`src/rtl/lso_issue_check.sv`:
```
module lso_issue_check #(
    parameter int DEPTH = 16,
    parameter int CMP_W = 12,
    localparam int IDX_W = $clog2(DEPTH)
) (
    input  logic [DEPTH-1:0]            ent_v,
    input  logic [DEPTH-1:0]            ent_st,
    input  logic [DEPTH-1:0]            ent_known,
    input  logic [DEPTH-1:0]            ent_done,
    input  logic [DEPTH-1:0][CMP_W-1:0] ent_addr,
    input  logic [DEPTH-1:0][IDX_W-1:0] ent_rel,
    input  logic [IDX_W-1:0]            q_rel,
    input  logic [CMP_W-1:0]            q_addr,
    input  logic                        spec,
    input  logic                        wait_bit,
    output logic                        blocked
);
    always_comb begin
        blocked = 1'b0;
        for (int i = 0; i < DEPTH; i++) begin
            if (ent_v[i] && ent_st[i] && (ent_rel[i] < q_rel)) begin
                if (!spec)
                    blocked = blocked | !ent_known[i] | (ent_addr[i] == q_addr);
                else if (wait_bit)
                    blocked = blocked | !ent_done[i];
                else
                    blocked = blocked | (ent_known[i] && (ent_addr[i] == q_addr));
            end
        end
    end
endmodule

```
`config.mk`:
```
export PLATFORM = sky130hd
export DESIGN_NAME = lso_issue_check
export DESIGN_NICKNAME = d
export VERILOG_FILES = /design/src/rtl/lso_issue_check.sv
export SDC_FILE = /design/constraint.sdc
export NUM_CORES = 1
export LEC_CHECK = 0
export ABC_CLOCK_PERIOD_IN_PS = 1900
export CORE_AREA = 4 4 128 130
export DETAILED_ROUTE_END_ITERATION = 7
export DIE_AREA = 0 0 132 134
export DONT_BUFFER_PORTS = 1
export SETUP_SLACK_MARGIN = 0.3
export SYNTH_ARGS = -nofsm -noshare
export SYNTH_HDL_FRONTEND = slang
export SYNTH_SLANG_ARGS = --single-unit
```
`constraint.sdc`:
```
create_clock -name vclk -period 1.9
set_input_delay 0.285 -clock vclk [all_inputs]
set_output_delay 0.285 -clock vclk [all_outputs]
set_load 0.03 [all_outputs]
```
==> results_dict.tcl <==
set metrics [dict create \
    critPathCaptureType "primary output" \
    synthTopCellsByArea "xor2_1, ha_1, nor4_1" \
    seq_cell_count 0 \
    crit_chain "clkinvlp_4, buf_12, ha_4, nand2_1, o21ai_2, a211oi_2, buf_4, nor4_4, nand4_1, buf_6" \
    drive_gt1_frac 0.131 \
    rsz0062_at_grt "true" \
    path_max_fanout 16 \
    syn_inst 503 \
    firstDrtPassIters 4 \
    register_area_sq_um 0 \
    gr-total-overflow 0 \
    synth_top_area_share 0.422 \
    setup_slack_ps -262 \
    synthToLayoutAreaGrowth_pct 8.29 \
    die_width_microns 132 \
    grt_pass1_vias 4126 \
    syn_area_sq_um 3980 \
    peakVddDrop_mv 0.0623 \
    wirelength_mm 17.5 \
    portBuffers 0 \
    ys_seq_area_frac 0 \
    seqPwrFrac 0 \
    synth_cell_type_count 25 \
    clkPwrFrac 0 \
    grt_pass1_wl_mm 24.9 \
    slew_violations 0 \
    tightest_slew_ps 582 \
    violations "setup timing" \
    cpPeakStageDelay_ps 270 \
    grtUsageTotal 0.182 \
    rows 45 \
    power_density_nw_per_um2 189 \
    setup_violations 1 \
    chipHeight_microns 134 \
    hold_path.class "in2out" \
    drt_iter0_drc 223 \
    p_int_mw 0.414 \
    cp_top_family "buffers and inverters" \
    cts_setup_buffers 0 \
    fin_setup_tns_ps -262 \
    synth_fp_nets 889 \
    vias_per_cell 5.42 \
    cp.arrival_ps 1880 \
    crit_required_ps 1620 \
    pre_cts_ws_ps -590 \
    avgSynthCellArea_sq_um 7.92 \
    fp.coreArea_sq_um 15100 \
    ant_nets 0 \
    fin_nets 893 \
    power_frac_comb 1.000 \
    crit_type "in2out" \
    grt_max_degree 34 \
    fillers 1651 \
    initial_utilization 0.263 \
    pin_count 339 \
    cts_hold_buffers 0 \
    hold_violations 0 \
    max_cap_violations 0 \
    finalWeightedCongestion 0.858 \
    p_switching_mw 0.403 \
    timing.fmax_ghz 0.463 \
    synth_top_area_cell "xor2_1" \
    multi_input_area_sq_um 3780 \
    ys_warn_count 0 \
    die_area_sq_um 17700 \
    nClkBuffers 0 \
    startpoint_type "primary input" \
    drcViolationCount 0 \
    dp_hpwl_mm 15.5 \
    p_leak_nw 1.73 \
    status "finished with violations" \
    slowest_stage "ha_4" \
    vias 3759 \
    timing.slew.headroom 0.609 \
    wl_per_cell_microns 25.2 \
    crit_buf_inv 4 \
    antenna_found_initial 1 \
    switching_share 0.493 \
    diodes 0 \
    period_share 1.14 \
    fin_crit_ps 2160 \
]
==> what timing repair did <==
action	in CTS	in global routing
pin swaps	6	3
resized for setup	25	11
setup endpoints to repair	1	1
cloned	1	0
==> per-stage QoR <==
stage	cells	hold slack (ps)	utilization	area, sq um	power (mW)
after floorplan	503	1080	-	4020	0.693
after global placement	692	1280	0.274	4150	0.759
after detailed placement	692	1250	0.274	4150	0.764
after CTS	693	1250	0.282	4280	0.811
after global routing	693	1280	0.285	4310	0.921
final	693	1220	0.285	4310	0.816
==> layout by cell type, fill, tap and decap left out <==
cell        netlist  layout
xor2_1          192     192
nand2_1          46      46
ha_1             48      45
nor4_1           51      41
buf_4             1      29
o21ai_0          39      28
nor2b_1          16      16
o21ai_1           9      16
a31oi_1          16      16
a211o_1          14      14
a21oi_1          16      13
a211oi_2          5       8
nor4_2            0       8
a211oi_1          9       5
o21ai_2           0       4
clkinvlp_4        0       3
a21oi_2           0       3
ha_4              0       3
nor4_4            0       2
nand3b_1          2       2
a221o_1           2       2
buf_12            5       2
inv_1             3       1
nand2_2           1       1
o22ai_1           1       1
nor3_2            0       1
a211oi_4          0       1
nand4_1           1       1
buf_6            12       1
==> per-layer routing <==
| layer | vias to the layer above | share of wire | track usage |
|---|---|---|---|
| met3 | 16 | 0.086 | 0.0420 |
| met2 | 248 | 0.48 | 0.320 |
| met5 | - | 0.00074 | 0 |
| li1 | 1803 | - | - |
| met4 | 2 | 0.013 | 0.0228 |
| met1 | 1690 | 0.42 | 0.235 |
==> layout make-up <==
| type | count | share of cell area |
|---|---|---|
| Multi-Input combinational cell | 469 | 0.877 |
| Inverter | 3 | 0.00435 |
| Timing Repair inverter | 1 | 0.00174 |
| Tap cell | 188 | 0.0545 |
| Timing Repair Buffer | 32 | 0.0624 |
==> cells by family (layout without fill, tap and decap cells) <==
kind of cell    after synthesis  count (layout)  synth area share
fa+ha+maj                    48              48             0.151
xor+xnor                    192             192             0.422
buf+inv                      34              36            0.0946
compound gates              111             111             0.176
simple gates                118             118             0.157
==> power groups by stage <==
stage	clock [mW]	sequential, mW	combinational (mW)
2_1_floorplan	0	0	0.693
3_3_place_gp	0	0	0.759
3_5_place_dp	0	0	0.764
4_1_cts	0	0	0.811
5_1_grt	0	0	0.921
6_report	0	0	0.816
==> worst min-delay path, cell delays in order <==
cell      delay [ps]
a211o_1           90
a211oi_1          70
nor4_4           120
nand4_1          170
buf_6            180
==> final timing paths <==
| path | startpoint | endpoint | slack [ps] | depth (start not counted) |
|---|---|---|---|---|
| setup / recovery | q_rel[2] | blocked | -260 | 10 |
| hold / removal | spec | blocked | 1220 | 5 |
==> synth_stat cells (6+ instances only) <==
library cell / n
xor2_1: 192
a31oi_1: 16
ha_1: 48
buf_8: 6
nand2_1: 46
a211o_1: 14
a21oi_1: 16
buf_6: 12
nor2b_1: 16
o21ai_0: 39
nor4_1: 51
o21ai_1: 9
a211oi_1: 9
Note: power is estimated with default switching activity, not from simulation.
